## src/rtl/fpm_pkg.sv

```systemverilog
package fpm_pkg;
  localparam int unsigned PAGE_LO_MIN = 9;

  typedef enum logic [2:0] {
    ST_IDLE, ST_PRE, ST_ROW, ST_COL, ST_CAS, ST_CASP
  } fpm_state_e;

  function automatic int unsigned page_lo(input logic [1:0] ps);
    return PAGE_LO_MIN + ((ps == 2'd3) ? 2 : int'(ps));
  endfunction
endpackage

```

## src/rtl/fpm_burst_calc.sv

```systemverilog
module fpm_burst_calc #(
  parameter int SEG_W = 4
) (
  input  logic [1:0]       size_code,
  input  logic [1:0]       port_code,
  output logic [SEG_W-1:0] seg_m1,
  output logic [1:0]       step_log
);
  logic [2:0] op_log;
  logic [2:0] pt_log;
  logic [2:0] n_log;

  always_comb begin
    op_log = (size_code == 2'd3) ? 3'd4 : {1'b0, size_code};
    pt_log = (port_code == 2'd3) ? 3'd2 : {1'b0, port_code};
    n_log  = (op_log > pt_log) ? op_log - pt_log : 3'd0;
    seg_m1 = SEG_W'((32'd1 << n_log) - 32'd1);
    step_log = pt_log[1:0];
  end
endmodule

```

## src/rtl/fpm_page_track.sv

```systemverilog
module fpm_page_track #(
  parameter int ADDR_W   = 32,
  parameter int BANK_BIT = 24,
  parameter int NBANK    = 2
) (
  input  logic              clk,
  input  logic              rst_n,
  input  logic [1:0]        cfg_page_size,
  input  logic [ADDR_W-1:0] req_addr,
  input  logic [ADDR_W-1:0] load_addr,
  input  logic              open_en,
  input  logic              close_en,
  output logic              page_open,
  output logic              page_hit,
  output logic [NBANK-1:0]  ras_n
);
  import fpm_pkg::*;
  localparam int BIDX_W = (NBANK > 1) ? $clog2(NBANK) : 1;

  logic              valid_q, valid_d;
  logic [ADDR_W-1:0] row_q, row_d;
  logic [BIDX_W-1:0] bank_q;
  logic [ADDR_W-1:0] cmp_mask;

  always_comb begin
    cmp_mask = ~((ADDR_W'(1) << page_lo(cfg_page_size)) - ADDR_W'(1));
    valid_d  = valid_q;
    row_d    = row_q;
    if (close_en) valid_d = 1'b0;
    if (open_en) begin
      valid_d = 1'b1;
      row_d   = load_addr;
    end
    page_hit = valid_q && (((req_addr ^ row_q) & cmp_mask) == '0);
  end

  always_ff @(posedge clk or negedge rst_n) begin
    if (!rst_n) begin
      valid_q <= 1'b0;
      row_q   <= '0;
    end else begin
      valid_q <= valid_d;
      if (open_en) row_q <= row_d;
    end
  end

  assign bank_q    = row_q[BANK_BIT +: BIDX_W];
  assign page_open = valid_q;

  for (genvar b = 0; b < NBANK; b++) begin : g_ras
    assign ras_n[b] = !(valid_q && (bank_q == BIDX_W'(b)));
  end

  a_r6_single_bank: assert property (@(posedge clk) disable iff (!rst_n)
    $onehot0(~ras_n));
  a_r7_close_releases: assert property (@(posedge clk) disable iff (!rst_n)
    (close_en && !open_en) |=> (ras_n == '1));
endmodule

```

## src/rtl/fpm_seq.sv

```systemverilog
module fpm_seq #(
  parameter int ADDR_W = 32,
  parameter int SEG_W  = 4,
  parameter int RP_W   = 4
) (
  input  logic              clk,
  input  logic              rst_n,
  input  logic              xfer_start,
  input  logic [ADDR_W-1:0] req_addr,
  input  logic              close_req,
  input  logic              page_hit,
  input  logic              page_open,
  input  logic [SEG_W-1:0]  seg_m1,
  input  logic [1:0]        step_log,
  input  logic [RP_W-1:0]   cfg_rp,
  output logic              open_en,
  output logic              close_en,
  output logic [ADDR_W-1:0] load_addr,
  output logic [ADDR_W-1:0] cur_addr,
  output logic              row_phase,
  output logic              seg_ack,
  output logic              cas_n
);
  import fpm_pkg::*;

  fpm_state_e        state_q, state_d;
  logic [RP_W-1:0]   rp_q, rp_d, rp_eff, rp_dec;
  logic [SEG_W-1:0]  segs_q, segs_d;
  logic [ADDR_W-1:0] addr_q, addr_d;
  logic [1:0]        step_q, step_d;

  always_comb begin
    rp_eff   = (cfg_rp == '0) ? RP_W'(1) : cfg_rp;
    rp_dec   = (rp_q != '0) ? rp_q - RP_W'(1) : '0;
    state_d  = state_q;
    rp_d     = rp_dec;
    segs_d   = segs_q;
    addr_d   = addr_q;
    step_d   = step_q;
    open_en  = 1'b0;
    close_en = 1'b0;
    unique case (state_q)
      ST_IDLE: begin
        if (xfer_start) begin
          addr_d = req_addr;
          segs_d = seg_m1;
          step_d = step_log;
          if (page_hit && !close_req) begin
            state_d = ST_COL;
          end else if (page_open) begin
            close_en = 1'b1;
            rp_d     = rp_eff;
            state_d  = ST_PRE;
          end else if (rp_q > RP_W'(1)) begin
            state_d = ST_PRE;
          end else begin
            open_en = 1'b1;
            state_d = ST_ROW;
          end
        end else if (close_req && page_open) begin
          close_en = 1'b1;
          rp_d     = rp_eff;
        end
      end
      ST_PRE: begin
        if (rp_q <= RP_W'(1)) begin
          open_en = 1'b1;
          state_d = ST_ROW;
        end
      end
      ST_ROW:  state_d = ST_COL;
      ST_COL:  state_d = ST_CAS;
      ST_CAS: begin
        if (segs_q == '0) begin
          state_d = ST_IDLE;
        end else begin
          segs_d  = segs_q - SEG_W'(1);
          addr_d  = addr_q + (ADDR_W'(1) << step_q);
          state_d = ST_CASP;
        end
      end
      ST_CASP: state_d = ST_CAS;
      default: state_d = ST_IDLE;
    endcase
  end

  always_ff @(posedge clk or negedge rst_n) begin
    if (!rst_n) begin
      state_q <= ST_IDLE;
      rp_q    <= '0;
      segs_q  <= '0;
      addr_q  <= '0;
      step_q  <= '0;
    end else begin
      state_q <= state_d;
      rp_q    <= rp_d;
      segs_q  <= segs_d;
      addr_q  <= addr_d;
      step_q  <= step_d;
    end
  end

  assign load_addr = (state_q == ST_IDLE) ? req_addr : addr_q;
  assign cur_addr  = addr_q;
  assign row_phase = (state_q == ST_ROW);
  assign seg_ack   = (state_q == ST_CAS);
  assign cas_n     = !(state_q == ST_CAS);

  a_r8_ack_spacing: assert property (@(posedge clk) disable iff (!rst_n)
    seg_ack |=> !seg_ack);
  a_r5_row_after_precharge: assert property (@(posedge clk) disable iff (!rst_n)
    row_phase |-> (rp_q == '0));
endmodule

```

## src/rtl/fpm_dram_ctrl.sv

```systemverilog
module fpm_dram_ctrl #(
  parameter int ADDR_W   = 32,
  parameter int DADDR_W  = 12,
  parameter int BANK_BIT = 24,
  parameter int NBANK    = 2,
  parameter int SEG_W    = 4,
  parameter int RP_W     = 4
) (
  input  logic               clk,
  input  logic               rst_n,
  input  logic               xfer_start,
  input  logic [ADDR_W-1:0]  xfer_addr,
  input  logic [1:0]         xfer_size,
  input  logic               bus_lost,
  input  logic               refresh_pend,
  input  logic [1:0]         cfg_page_size,
  input  logic [1:0]         cfg_port_size,
  input  logic [RP_W-1:0]    cfg_rp_clks,
  output logic               seg_ack,
  output logic [NBANK-1:0]   ras_n,
  output logic               cas_n,
  output logic [DADDR_W-1:0] dram_addr
);
  import fpm_pkg::*;

  logic [SEG_W-1:0]  seg_m1;
  logic [1:0]        step_log;
  logic              page_open, page_hit, open_en, close_en, row_phase;
  logic [ADDR_W-1:0] load_addr, cur_addr, col_mask;
  logic              close_req;

  assign close_req = bus_lost | refresh_pend;

  fpm_burst_calc #(.SEG_W(SEG_W)) u_burst (
    .size_code (xfer_size),
    .port_code (cfg_port_size),
    .seg_m1    (seg_m1),
    .step_log  (step_log)
  );

  fpm_page_track #(.ADDR_W(ADDR_W), .BANK_BIT(BANK_BIT), .NBANK(NBANK)) u_track (
    .clk           (clk),
    .rst_n         (rst_n),
    .cfg_page_size (cfg_page_size),
    .req_addr      (xfer_addr),
    .load_addr     (load_addr),
    .open_en       (open_en),
    .close_en      (close_en),
    .page_open     (page_open),
    .page_hit      (page_hit),
    .ras_n         (ras_n)
  );

  fpm_seq #(.ADDR_W(ADDR_W), .SEG_W(SEG_W), .RP_W(RP_W)) u_seq (
    .clk        (clk),
    .rst_n      (rst_n),
    .xfer_start (xfer_start),
    .req_addr   (xfer_addr),
    .close_req  (close_req),
    .page_hit   (page_hit),
    .page_open  (page_open),
    .seg_m1     (seg_m1),
    .step_log   (step_log),
    .cfg_rp     (cfg_rp_clks),
    .open_en    (open_en),
    .close_en   (close_en),
    .load_addr  (load_addr),
    .cur_addr   (cur_addr),
    .row_phase  (row_phase),
    .seg_ack    (seg_ack),
    .cas_n      (cas_n)
  );

  always_comb begin
    col_mask = (ADDR_W'(1) << page_lo(cfg_page_size)) - ADDR_W'(1);
    if (row_phase) dram_addr = DADDR_W'(cur_addr >> page_lo(cfg_page_size));
    else           dram_addr = DADDR_W'(cur_addr & col_mask);
  end

  // Checker: consecutive cycles with every row strobe released.
  logic [RP_W-1:0] hi_q;
  logic [RP_W-1:0] rp_min;
  assign rp_min = (cfg_rp_clks == '0) ? RP_W'(1) : cfg_rp_clks;

  always_ff @(posedge clk or negedge rst_n) begin
    if (!rst_n)               hi_q <= '1;
    else if (ras_n != '1)     hi_q <= '0;
    else if (hi_q != '1)      hi_q <= hi_q + RP_W'(1);
  end

  a_r3_cas_needs_ras: assert property (@(posedge clk) disable iff (!rst_n)
    !cas_n |-> (ras_n != '1));
  a_r5_precharge_time: assert property (@(posedge clk) disable iff (!rst_n)
    ((ras_n != '1) && ($past(ras_n) == '1)) |-> (hi_q >= rp_min));
  a_r8_ack_with_cas: assert property (@(posedge clk) disable iff (!rst_n)
    seg_ack |-> !cas_n);
endmodule

```

## config.mk

```make
export PLATFORM = sky130hd
export DESIGN_NAME = fpm_dram_ctrl
export DESIGN_NICKNAME = d
export VERILOG_FILES = /design/src/rtl/fpm_pkg.sv /design/src/rtl/fpm_burst_calc.sv /design/src/rtl/fpm_page_track.sv /design/src/rtl/fpm_seq.sv /design/src/rtl/fpm_dram_ctrl.sv
export SDC_FILE = /design/constraint.sdc
export NUM_CORES = 1
export LEC_CHECK = 0
export CAP_MARGIN = 0
export CORE_ASPECT_RATIO = 1.5
export CORE_MARGIN = 8
export CORE_UTILIZATION = 58
export CTS_BUF_LIST = sky130_fd_sc_hd__clkbuf_8
export CTS_CLUSTER_SIZE = 25
export DETAILED_ROUTE_END_ITERATION = 8
export PLACE_DENSITY = 0.89
export SLEW_MARGIN = 20
export SYNTH_ARGS = -nofsm -noshare
export SYNTH_HDL_FRONTEND = slang
export SYNTH_SLANG_ARGS = --single-unit
```

## constraint.sdc

```tcl
create_clock -name clk -period 2.8 [get_ports clk]
set_input_delay 0.56 -clock clk [delete_from_list [all_inputs] [get_ports clk]]
set_output_delay 0.56 -clock clk [all_outputs]
set_load 0.01 [all_outputs]
```

==> flow_summary.yaml <==
power:
  power_density_nw_per_um2: 1116
  ir_worst_vdd_uv: 723.6
  leakage_nw: 2.534
global_routing:
  gr-total-overflow: 0
  grt_max_degree: 48
  grt_pass1_wl_mm: 23.49
  antenna_found_initial: 0
  track_usage: 0.2488
  first_global_vias: 4862
cts:
  clock-sinks: 69
  cts_hold_buf: 0
  clk_path_buf_depth: 2
  numCtsBuffers: 9
  cts_tree: "done"
  clk_latency_ps: 360
  post_cts_buffers: 0
  cts.htree.levels: 3
  clk_pin_slew_worst_paths_ps: 80
  cts_root_buffer: "clkbuf_8"
logic_synthesis:
  yosys_register_bits: 69
  synth_area_um2: 4815
  seq_area_frac_synth: 0.3586
  syn_nets: 640
  synth_edf_count: 0
  synth_top_area_frac: 0.3586
  async_flop_share: 1.000
  synth-main-ff-cell: "dfrtp_1"
  synth_cell_types: 59
  syn_inst: 584
  avgSynthCellArea_um2: 8.244
  synth_top_area_cell: "dfrtp_1"
  yosysWarnings: 0
  synth_area_leaders: "dfrtp_1 (36%), mux2i_1 (9.1%), a21oi_1 (5.9%)"
timing:
  fin_ws_ps: 94.42
  period_needed_ps: 2706
  tightest_slew_ps: 590.3
  drv_slew: 0
  hold_viol_final: 0
  fmax_mhz: 369.6
  setup_tns_ps: 0
  fin_worst_skew_ps: 10.30
  rsz0062_at_grt: "no"
  hold_slack_ps: 183.0
  relSlewSlack: 0.6065
  setup_viol: 0
  finalCritPeriodShare: 0.9663
finish:
  nFillCells: 574
  final_common_cell: "nand2_1"
  multiInputGateArea_um2: 2879
  drive_above_1_share: 0.1074
  syn_to_final_growth_pct: 22.61
  fin_nets: 703
  final_cell_mix: "nand2_1 (75), dfrtp_1 (68), a21oi_1 (57)"
  final_core_util: 0.7326
  num_antenna_cells: 0
  regArea_um2: 1728
  fin_cells: 757
setup_path:
  r2r_slack_ps: 170
  rr_startpoint: "u_seq.step_q[1]$_DFFE_PN0P_"
  critPathKind: "reg2out"
  r2r-end: "u_seq.cur_addr[20]$_DFFE_PN0P_"
  endpoint_kind: "output pin"
  setup.worst_path.start_class: "flip-flop"
  crit_arrival_ps: 2150
  crit_required_ps: 2240
  path_max_fanout: 21
  r2r_cells: 10
die:
  die_w_um: 90.39
  pin_count: 63
  coreArea_um2: 8058
  start_util: 0.5975
  fp.dieH_um: 127.6
  dieArea_um2: 11530
  row_count: 40
min_path:
  hold_path.class: "in2async"
route:
  postRouteAntennaNets: 0
  wl_mm: 14.50
  remaining_drc_errors: 0
  drtIter0Drc: 524
  num_vias: 4939
  firstDrtPassIters: 6
  vias_per_cell: 6.524
  wl_per_cell_um: 19.15
place:
  dp_hpwl_mm: 10.48
  gp_congestion: 0.8675
  dp_slack_ps: -136.3
  dpl.cell_count: 741
  port_buffers: 62
flow_run:
  maxCapViolations: 0
outcome:
  outcome: "completed"
[metrics by stage]
step	total power [mW]	area, µm²
after global routing	7.047	5903
final	6.588	5903
after floorplan	4.357	4815
after detailed placement	5.617	5654
after global placement	5.417	5654
after CTS	6.512	5876
[power breakdown]
part           internal [mW]  total (mW)  switching (mW)  leakage (nW)
logic                   1.54        3.52            1.98          1.60
registers               1.49        2.14           0.651         0.809
clock network          0.544       0.927           0.383         0.121
[state kept, by name, indices dropped and copies added (netlist names)]
register	flops
u_seq.step_q	2
u_seq.segs_q	4
u_track.row_q	23
u_seq.cur_addr	32
u_seq.state_q	3
u_seq.rp_q	4
u_track.page_open	1
[kinds of logic after synthesis]
logic type | count (synthesis) | share of synthesized area
buf+inv | 58 | 0.04807
fa+ha+maj | 9 | 0.02651
flops | 69 | 0.3586
compound gates | 174 | 0.2152
xor+xnor | 27 | 0.04912
simple gates | 198 | 0.1993
mux | 49 | 0.1032
[Yosys cell counts (all sizes together) (8+ instances only)]
cell type	count
nand2	75
buf	11
inv	12
nand3	15
nor4	10
xnor2	8
o21ai	57
clkbuf	35
mux2i	44
xor2	19
nor3	10
dfrtp	69
o22ai	16
nor2	43
a21oi	57
nor2b	10
[what timing repair did]
action / 4_1_cts / 5_1_grt
cloned: 0 / 0
resized for setup: 8 / 11
setup endpoints to repair: 7 / 9
[how the worst max path moves through the flow]
stage	start	end	slack, ps	cells past startpoint
4_1_cts	cfg_page_size[0]	dram_addr[5]	20	7
3_3_place_gp	xfer_size[0]	u_seq.segs_q[2]$_DFFE_PN0P_	-20	10
2_1_floorplan	cfg_port_size[0]	u_seq.segs_q[2]$_DFFE_PN0P_	330	9
5_1_grt	cfg_page_size[0]	dram_addr[11]	10	7
3_5_place_dp	xfer_size[1]	u_seq.segs_q[2]$_DFFE_PN0P_	-140	10
6_report	u_seq.state_q[0]$_DFFE_PN0P_	dram_addr[11]	90	5
[cell type report]
| type | count | area share |
|---|---|---|
| clock inverters | 5 | 0.01251 |
| flip-flops and latches | 69 | 0.2927 |
| inverters | 12 | 0.007630 |
| multi-input cells | 457 | 0.4877 |
| well taps | 105 | 0.02226 |
| clock buffers | 11 | 0.02565 |
| repair buffers | 98 | 0.1515 |
[worst max-delay path: stages, from the launching register on]
cell	delay, ps
dfrtp_1	380
nand2b_1	160
or2_2	350
buf_4	220
nor2_1	130
clkdlybuf4s50_1	550
[per-layer routing]
metal	vias up	share of wire	track usage	wire [µm]
met2	298	0.51	0.4278	7356
met1	2330	0.37	0.2769	5342
met5	-	0	0	0
met4	0	0.051	0.1545	737
met3	79	0.073	0.04982	1063
li1	2232	-	-	-
Note: power is estimated with default switching activity, not from simulation.
